$ cat src/rtl/fx_modectl_pkg.sv
package fx_modectl_pkg;

  localparam int CW = 16;

  // bit positions of the control word
  localparam int B_LPBK  = 14;
  localparam int B_ISO   = 10;
  localparam int B_DPLX  = 8;
  localparam int B_CTEST = 7;

  // writable bits: 15..10, 8, 7
  localparam logic [CW-1:0] CTL_WMASK = 16'hFD80;

  // upper bound of the collision assertion window in bit times
  localparam int COL_DLY_MAX = 512;
  localparam int REL_DLY_MAX = 4;
  localparam int TICK_CW     = $clog2(COL_DLY_MAX) + 1;

  function automatic logic [CW-1:0] ctl_store(input logic [CW-1:0] wd);
    return wd & CTL_WMASK;
  endfunction

  function automatic logic [CW-1:0] ctl_reset_word(input logic addr_is_zero);
    logic [CW-1:0] w;
    w = '0;
    w[B_ISO] = addr_is_zero;
    return w;
  endfunction

  function automatic logic dplx_effective(input logic dplx, input logic lpbk);
    return dplx & ~lpbk;
  endfunction

endpackage

$ cat src/rtl/fx_ctlreg.sv
module fx_ctlreg
  import fx_modectl_pkg::*;
#(
  parameter int ADDR_W   = 5,
  parameter int REG_ADDR = 0
) (
  input  logic              clk,
  input  logic              rst_n,
  input  logic [ADDR_W-1:0] phy_addr,
  input  logic [ADDR_W-1:0] mgmt_addr,
  input  logic [CW-1:0]     mgmt_wdata,
  input  logic              mgmt_we,
  output logic [CW-1:0]     mgmt_rdata,
  output logic              iso_bit,
  output logic              lpbk_bit,
  output logic              dplx_bit,
  output logic              ctest_bit
);

  localparam logic [ADDR_W-1:0] HIT_ADDR = ADDR_W'(REG_ADDR);

  logic [CW-1:0] ctl_q;
  logic          addr_hit;
  logic          wr_hit;

  assign addr_hit = (mgmt_addr == HIT_ADDR);
  assign wr_hit   = mgmt_we & addr_hit;

  always_ff @(posedge clk) begin
    if (!rst_n) begin
      ctl_q <= ctl_reset_word(phy_addr == '0);
    end else if (wr_hit) begin
      ctl_q <= ctl_store(mgmt_wdata);
    end
  end

  assign mgmt_rdata = addr_hit ? ctl_q : '0;
  assign iso_bit    = ctl_q[B_ISO];
  assign lpbk_bit   = ctl_q[B_LPBK];
  assign dplx_bit   = ctl_q[B_DPLX];
  assign ctest_bit  = ctl_q[B_CTEST];

endmodule

$ cat src/rtl/fx_isogate.sv
module fx_isogate #(
  parameter int NIB_W = 4
) (
  input  logic             iso,
  input  logic             tx_en_in,
  input  logic             tx_er_in,
  input  logic [NIB_W-1:0] txd_in,
  output logic             tx_en_core,
  output logic             tx_er_core,
  output logic [NIB_W-1:0] txd_core,
  output logic             mii_clk_oe,
  output logic             mii_rx_oe,
  output logic             mii_stat_oe
);

  logic pass;
  assign pass = ~iso;

  assign tx_en_core  = tx_en_in & pass;
  assign tx_er_core  = tx_er_in & pass;
  assign txd_core    = txd_in & {NIB_W{pass}};
  assign mii_clk_oe  = pass;
  assign mii_rx_oe   = pass;
  assign mii_stat_oe = pass;

endmodule

$ cat src/rtl/fx_coltest.sv
module fx_coltest
  import fx_modectl_pkg::*;
#(
  parameter int COL_DLY = 64,
  parameter int REL_DLY = 2
) (
  input  logic clk,
  input  logic rst_n,
  input  logic test_en,
  input  logic tx_en,
  input  logic bit_tick,
  output logic col_test,
  output logic col_set_evt,
  output logic col_clr_evt
);

  localparam int SET_I = (COL_DLY > 0) ? COL_DLY - 1 : 0;
  localparam int CLR_I = (REL_DLY > 0) ? REL_DLY - 1 : 0;
  localparam logic [TICK_CW-1:0] SET_LAST = TICK_CW'(SET_I);
  localparam logic [TICK_CW-1:0] CLR_LAST = TICK_CW'(CLR_I);

  logic [TICK_CW-1:0] cnt_q;
  logic               col_q;
  logic               rel_now;

  assign col_set_evt = test_en & tx_en & ~col_q & bit_tick & (cnt_q == SET_LAST);

  generate
    if (REL_DLY == 0) begin : g_rel_immediate
      assign rel_now = 1'b1;
    end else begin : g_rel_counted
      assign rel_now = bit_tick & (cnt_q == CLR_LAST);
    end
  endgenerate

  assign col_clr_evt = test_en & ~tx_en & col_q & rel_now;

  always_ff @(posedge clk) begin
    if (!rst_n || !test_en) begin
      cnt_q <= '0;
      col_q <= 1'b0;
    end else if (tx_en) begin
      if (col_q) begin
        cnt_q <= '0;
      end else if (col_set_evt) begin
        cnt_q <= '0;
        col_q <= 1'b1;
      end else if (bit_tick) begin
        cnt_q <= cnt_q + 1'b1;
      end
    end else begin
      if (!col_q) begin
        cnt_q <= '0;
      end else if (col_clr_evt) begin
        cnt_q <= '0;
        col_q <= 1'b0;
      end else if (bit_tick) begin
        cnt_q <= cnt_q + 1'b1;
      end
    end
  end

  assign col_test = col_q;

endmodule

$ cat src/rtl/fx_modectl.sv
module fx_modectl
  import fx_modectl_pkg::*;
#(
  parameter int ADDR_W   = 5,
  parameter int REG_ADDR = 0,
  parameter int COL_DLY  = 64,
  parameter int REL_DLY  = 2
) (
  input  logic              clk,
  input  logic              rst_n,
  input  logic [ADDR_W-1:0] phy_addr,
  input  logic [ADDR_W-1:0] mgmt_addr,
  input  logic [15:0]       mgmt_wdata,
  input  logic              mgmt_we,
  output logic [15:0]       mgmt_rdata,
  input  logic              tx_en_in,
  input  logic              tx_er_in,
  input  logic [3:0]        txd_in,
  output logic              tx_en_core,
  output logic              tx_er_core,
  output logic [3:0]        txd_core,
  input  logic              bit_tick,
  input  logic              col_core,
  output logic              col_o,
  output logic              mii_clk_oe,
  output logic              mii_rx_oe,
  output logic              mii_stat_oe,
  output logic              duplex_full,
  output logic              loopback_en
);

  logic iso_bit, lpbk_bit, dplx_bit, ctest_bit;
  logic test_en;
  logic col_test, col_set_evt, col_clr_evt;

  fx_ctlreg #(
    .ADDR_W  (ADDR_W),
    .REG_ADDR(REG_ADDR)
  ) u_reg (
    .clk       (clk),
    .rst_n     (rst_n),
    .phy_addr  (phy_addr),
    .mgmt_addr (mgmt_addr),
    .mgmt_wdata(mgmt_wdata),
    .mgmt_we   (mgmt_we),
    .mgmt_rdata(mgmt_rdata),
    .iso_bit   (iso_bit),
    .lpbk_bit  (lpbk_bit),
    .dplx_bit  (dplx_bit),
    .ctest_bit (ctest_bit)
  );

  fx_isogate #(.NIB_W(4)) u_gate (
    .iso        (iso_bit),
    .tx_en_in   (tx_en_in),
    .tx_er_in   (tx_er_in),
    .txd_in     (txd_in),
    .tx_en_core (tx_en_core),
    .tx_er_core (tx_er_core),
    .txd_core   (txd_core),
    .mii_clk_oe (mii_clk_oe),
    .mii_rx_oe  (mii_rx_oe),
    .mii_stat_oe(mii_stat_oe)
  );

  assign test_en = lpbk_bit & ctest_bit;

  fx_coltest #(
    .COL_DLY(COL_DLY),
    .REL_DLY(REL_DLY)
  ) u_col (
    .clk        (clk),
    .rst_n      (rst_n),
    .test_en    (test_en),
    .tx_en      (tx_en_core),
    .bit_tick   (bit_tick),
    .col_test   (col_test),
    .col_set_evt(col_set_evt),
    .col_clr_evt(col_clr_evt)
  );

  assign col_o       = test_en ? col_test : col_core;
  assign duplex_full = dplx_effective(dplx_bit, lpbk_bit);
  assign loopback_en = lpbk_bit;

endmodule

$ cat config.mk
export PLATFORM = sky130hd
export DESIGN_NAME = fx_modectl
export DESIGN_NICKNAME = d
export VERILOG_FILES = /design/src/rtl/fx_modectl_pkg.sv /design/src/rtl/fx_ctlreg.sv /design/src/rtl/fx_isogate.sv /design/src/rtl/fx_coltest.sv /design/src/rtl/fx_modectl.sv
export SDC_FILE = /design/constraint.sdc
export NUM_CORES = 1
export LEC_CHECK = 0
export BUFFER_PORTS_ARGS = -buffer_cell sky130_fd_sc_hd__buf_2
export CORE_MARGIN = 3
export CORE_UTILIZATION = 40
export DETAILED_ROUTE_END_ITERATION = 8
export GPL_TIMING_DRIVEN = 0
export PLACE_DENSITY = 0.85
export SLEW_MARGIN = 10
export SYNTH_ARGS = -nofsm -noshare
export SYNTH_HDL_FRONTEND = slang
export SYNTH_SLANG_ARGS = --single-unit
$ cat constraint.sdc
create_clock -name clk -period 3.7 [get_ports clk]
set_input_delay 0.925 -clock clk [delete_from_list [all_inputs] [get_ports clk]]
set_output_delay 0.925 -clock clk [all_outputs]
set_load 0.02 [all_outputs]
After elaboration in Yosys (flattened, before gate mapping)
Cells that the tools add are included.
- register bits after elaboration: 19
- input bits: 37
- output and inout port bits: 28
- logic and storage cells: 46
- add/sub/neg operators: 1
- eq/ne operators: 3
- multiplexer cells: 15
- bitwise operators: 18
- reductions and logical operators: 5
- operators by type and width (kind ; number):
    $mux 10 ; 6
    $mux 11 ; 2
    $mux 16 ; 1
    $and 1x1->1 ; 13
    $add 10x1->10 const B ; 1
    $eq 10x1->1 const B ; 1
    $eq 10x6->1 const B ; 1
    $logic_not 5->1 ; 2
    $mux 1 ; 6
    $and 4x4->4 ; 1
    $not 1->1 ; 4
    $logic_not 1->1 ; 2
    $ne 2x1->1 const B ; 1
    $logic_or 1x1->1 ; 1

Logic depth before layout (Yosys ltp)
- depth after elaboration: 9
- mapped depth: 6
- mapped depth without buffers: 6

Cells and area by module
From an unflattened synthesis, not the netlist that was laid out.
- cell total of the unflattened synthesis: 135
- area, all modules: 1148.6 sq um
- by module, submodules not included (module ; times used ; cells each ; area each (sq um) ; sequential area each (sq um)):
    fx_coltest ; 1 ; 67 ; 579.3 ; 220.2
    fx_ctlreg ; 1 ; 56 ; 480.5 ; 170.2
    fx_isogate ; 1 ; 9 ; 56.3 ; 0.0
    fx_modectl ; 1 ; 3 ; 32.5 ; 0.0

Worst setup path before layout
OpenSTA, ideal clock, no wires.
- path type: input to output
- from: input port mgmt_addr[0]
- to: output port mgmt_rdata[10]
- arrival: 1.932 ns
- required time: 2.775 ns
- slack: 0.843 ns
- stages: 2
- path buffers: 0
- path through: or4_1 > nor3_1
- word-level cells in the longest chain between the ends: 2
- RTL lines (item ; RTL line ; RTL):
    start, declared ; fx_modectl.sv:12 ; input logic [ADDR_W-1:0] mgmt_addr,
    $logic_not 5->1 ; fx_ctlreg.sv:26 ; assign addr_hit = (mgmt_addr == HIT_ADDR);
    $mux 16 ; fx_ctlreg.sv:37 ; assign mgmt_rdata = addr_hit ? ctl_q : '0;
    end, declared ; fx_modectl.sv:15 ; output logic [15:0] mgmt_rdata,
No other way between the ends.

Final worst setup path
- from: input port mgmt_addr[0]
- to: output port mgmt_rdata[11]
Same word-level chain as after synthesis.

==> impl_metrics.csv <==
group,metric,value,unit
status,status,"finished, final reports clean",
worst_setup_path,worstPathRequired,2.77,ns
finish,layoutNonFillerInstCount,217,
timing,post-route-period-util,0.8377,
worst_setup_path,rr_worst_depth,4,
floorplan,pin_count,65,
worst_setup_path,endpoint_kind,"output pin",
finish,final_nets,227,
pwr,total_power,0.0003719,W
logic_synthesis,synthTopCellsByCount,"dfxtp_1, nand2_1, nor2_1",
logic_synthesis,synthCells,130,
grt,grt_pass1_wl,3801,µm
grt,busiest_layer,"met2",
place,place_area,1366,µm²
logic_synthesis,synth_cell_types,28,
logic_synthesis,yosysMostFrequentCell,"dfxtp_1",
timing,finalCriticalPeriod,3.100,ns
cts,clk_latency,0.30,ns
worst_setup_path,critPathKind,"input pin to output pin",
route,drt_iter0_drc,57,
grt,grt_usage,0.1441,
grt,antenna_found_initial,0,
logic_synthesis,synth_area,1072,µm²
route,firstDrtPassIters,4,
worst_setup_path,crit_chain,"buf_2 -> nor4_1 -> and3_1 -> buf_2",
finish,area_growth,29.99,%
timing,slew_violations,0,
grt,met1_usage,0.1602,
pwr,peakVddDrop,0.2110,mV
cts,cts.htree.levels,1,
cts,clk_pin_slew,0.10,ns
cts,cts_tree,"built",
cts,clock-root-buffer,"clkbuf_4",
logic_synthesis,yosys.area.top_type,"dfxtp_1",
timing,fmax,0.3226,GHz
timing,maxSlewHeadroom,0.4312,
worst_setup_path,cp.arrival,2.17,ns
timing,tightest_slew,0.8454,ns
logic_synthesis,ys_async_sr_fraction,0,
floorplan,die_y,57.78,µm
cts,cts_resized,0,
finish,final_area,1394,µm²
pwr,power_density,266.8,nW/µm²
pwr,p_leak,0.6293,nW
timing,finalSetupViolCount,0,
worst_setup_path,cp-start-kind,"input pin",
timing,final_hold_viol_count,0,
route,ant_nets,0,
logic_synthesis,syn_area_per_cell,8.248,µm²
floorplan,placementRows,18,
worst_setup_path,critPathMaxStageDelay,0.74,ns
cts,clk_path_buf_depth,2,
route,wl_per_cell,10.35,µm
logic_synthesis,synth_top_flop_cell,"dfxtp_1",
floorplan,die_w,57.78,µm
finish,register_area,390.4,µm²
cts,cts_hold_buf,0,
cts,numCtsBuffers,3,
worst_setup_path,cp_top_family,"simple AND/OR/NAND/NOR gates",
grt,groute.layer.met3.usage,0.05791,
timing,rsz0062_at_grt,"false",
logic_synthesis,yosys-top-cells-area,"dfxtp_1, buf_4, nand3_1",
timing,holdWs,0.4677,ns
route,vias_per_cell,4.770,
grt,grt_pass1_vias,914,
worst_setup_path,reg2reg_slack,1.69,ns
grt,overflow,0,
worst_setup_path,path_buf_inv,2,
worst_setup_path,crit_fanout,8,
logic_synthesis,ys_seq_elements,19,
worst_hold_path,hp-class,"register to register",
timing,finalSetupTns,0,ns
grt,gr-usage-met2,0.2581,
logic_synthesis,seq_area_frac_synth,0.3641,
place,placedCellCount,213,
worst_setup_path,worst_path_most_repeated_cell,"buf_2",
timing,worst_clock_skew,0.002947,ns
place,portBuffers,46,
floorplan,die-area,3338,µm²
flow_run,maxCapViolCount,0,
grt,grt_max_degree,12,
finish,drive_gt1_frac,0.3422,
route,drc,0,
logic_synthesis,synth-edff-count,1,
finish,antenna_cells,0,
place,gp_congestion,0.8140,
finish,fillerInstances,261,
floorplan,core_area,2522,µm²
route,vias,1035,
place,dp_hpwl,1828,µm
worst_setup_path,critPathSlowestCell,"nor4_1",
worst_hold_path,min_path_cells,2,
worst_setup_path,cp.depth,4,
cts,cts_setup_buffers,0,
logic_synthesis,synth_top_area_share,0.3361,
cts,clock-sinks,19,
floorplan,start_util,0.4251,
route,drt-total-wl,2245,µm
finish,multiInputGateArea,606.8,µm²
logic_synthesis,ys_warn_count,0,
[per-layer routing]
metal	vias to the layer above	share of wire
met5	-	0
met4	0	0.0080
met3	4	0.12
met2	43	0.47
met1	444	0.40
li1	544	-
[cell families after synthesis]
logic type	share of synthesized area
and+or+nand+nor	0.3337
AOI/OAI and AO/OA	0.09685
DFF	0.3641
muxes	0.01050
adders and majority gates	0.02333
other	0.003497
buffers and inverters	0.09451
xor gates and xnor gates	0.07352
[cell type report]
type	instances	area share
plain buffers	13	0.06194
clock buffers	3	0.01616
clock inverters	1	0.003591
inverters	4	0.01077
multi-input cells	101	0.4354
flip-flops and latches	19	0.2801
well taps	30	0.02693
repair buffers	46	0.1652
[per-stage QoR]
step                setup slack [ns]  utilization
finish                        0.6003       0.5526
global route                  0.3387       0.5526
CTS                           0.5693       0.5526
detailed placement            0.5697       0.5417
global placement              0.5857       0.5417
floorplan                     0.8432            -
[sequential cells by signal (all words and copies together) (netlist names)]
register	count
u_col.col_test	1
u_col.cnt_q	10
u_reg.ctl_q	8
[cell usage in the layout, fill, tap and decap left out, drive strengths merged, types with 5 or more instances in the layout]
master	synthesis	layout
buf	10	56
or4	5	5
nand2	14	14
nor2b	7	7
conb	1	8
nor2	13	13
dfxtp	18	18
clkbuf	3	6
a21boi	7	7
xnor2	6	6
and3	7	7
nand3	12	12
[worst min-delay path, stage by stage, from the launching register on]
cell	delay, ns
dfxtp_1	0.32
nand2_1	0.04
a21boi_0	0.07
[final timing paths]
path / from / endpoint
worst max-delay path: mgmt_addr[0] / mgmt_rdata[11]
worst min-delay path: u_reg.ctl_q[15] / u_reg.ctl_q[15]
worst max register to register: u_col.cnt_q[6] / u_col.cnt_q[1]
worst min register to register: u_reg.ctl_q[15] / u_reg.ctl_q[15]
[power by group]
part           leakage, nW  internal (W)  switching (W)
Sequential           0.155      0.000207     0.00000155
Clock               0.0177     0.0000404      0.0000640
Combinational        0.457     0.0000268      0.0000318
Note: power is estimated with default switching activity, not from simulation.
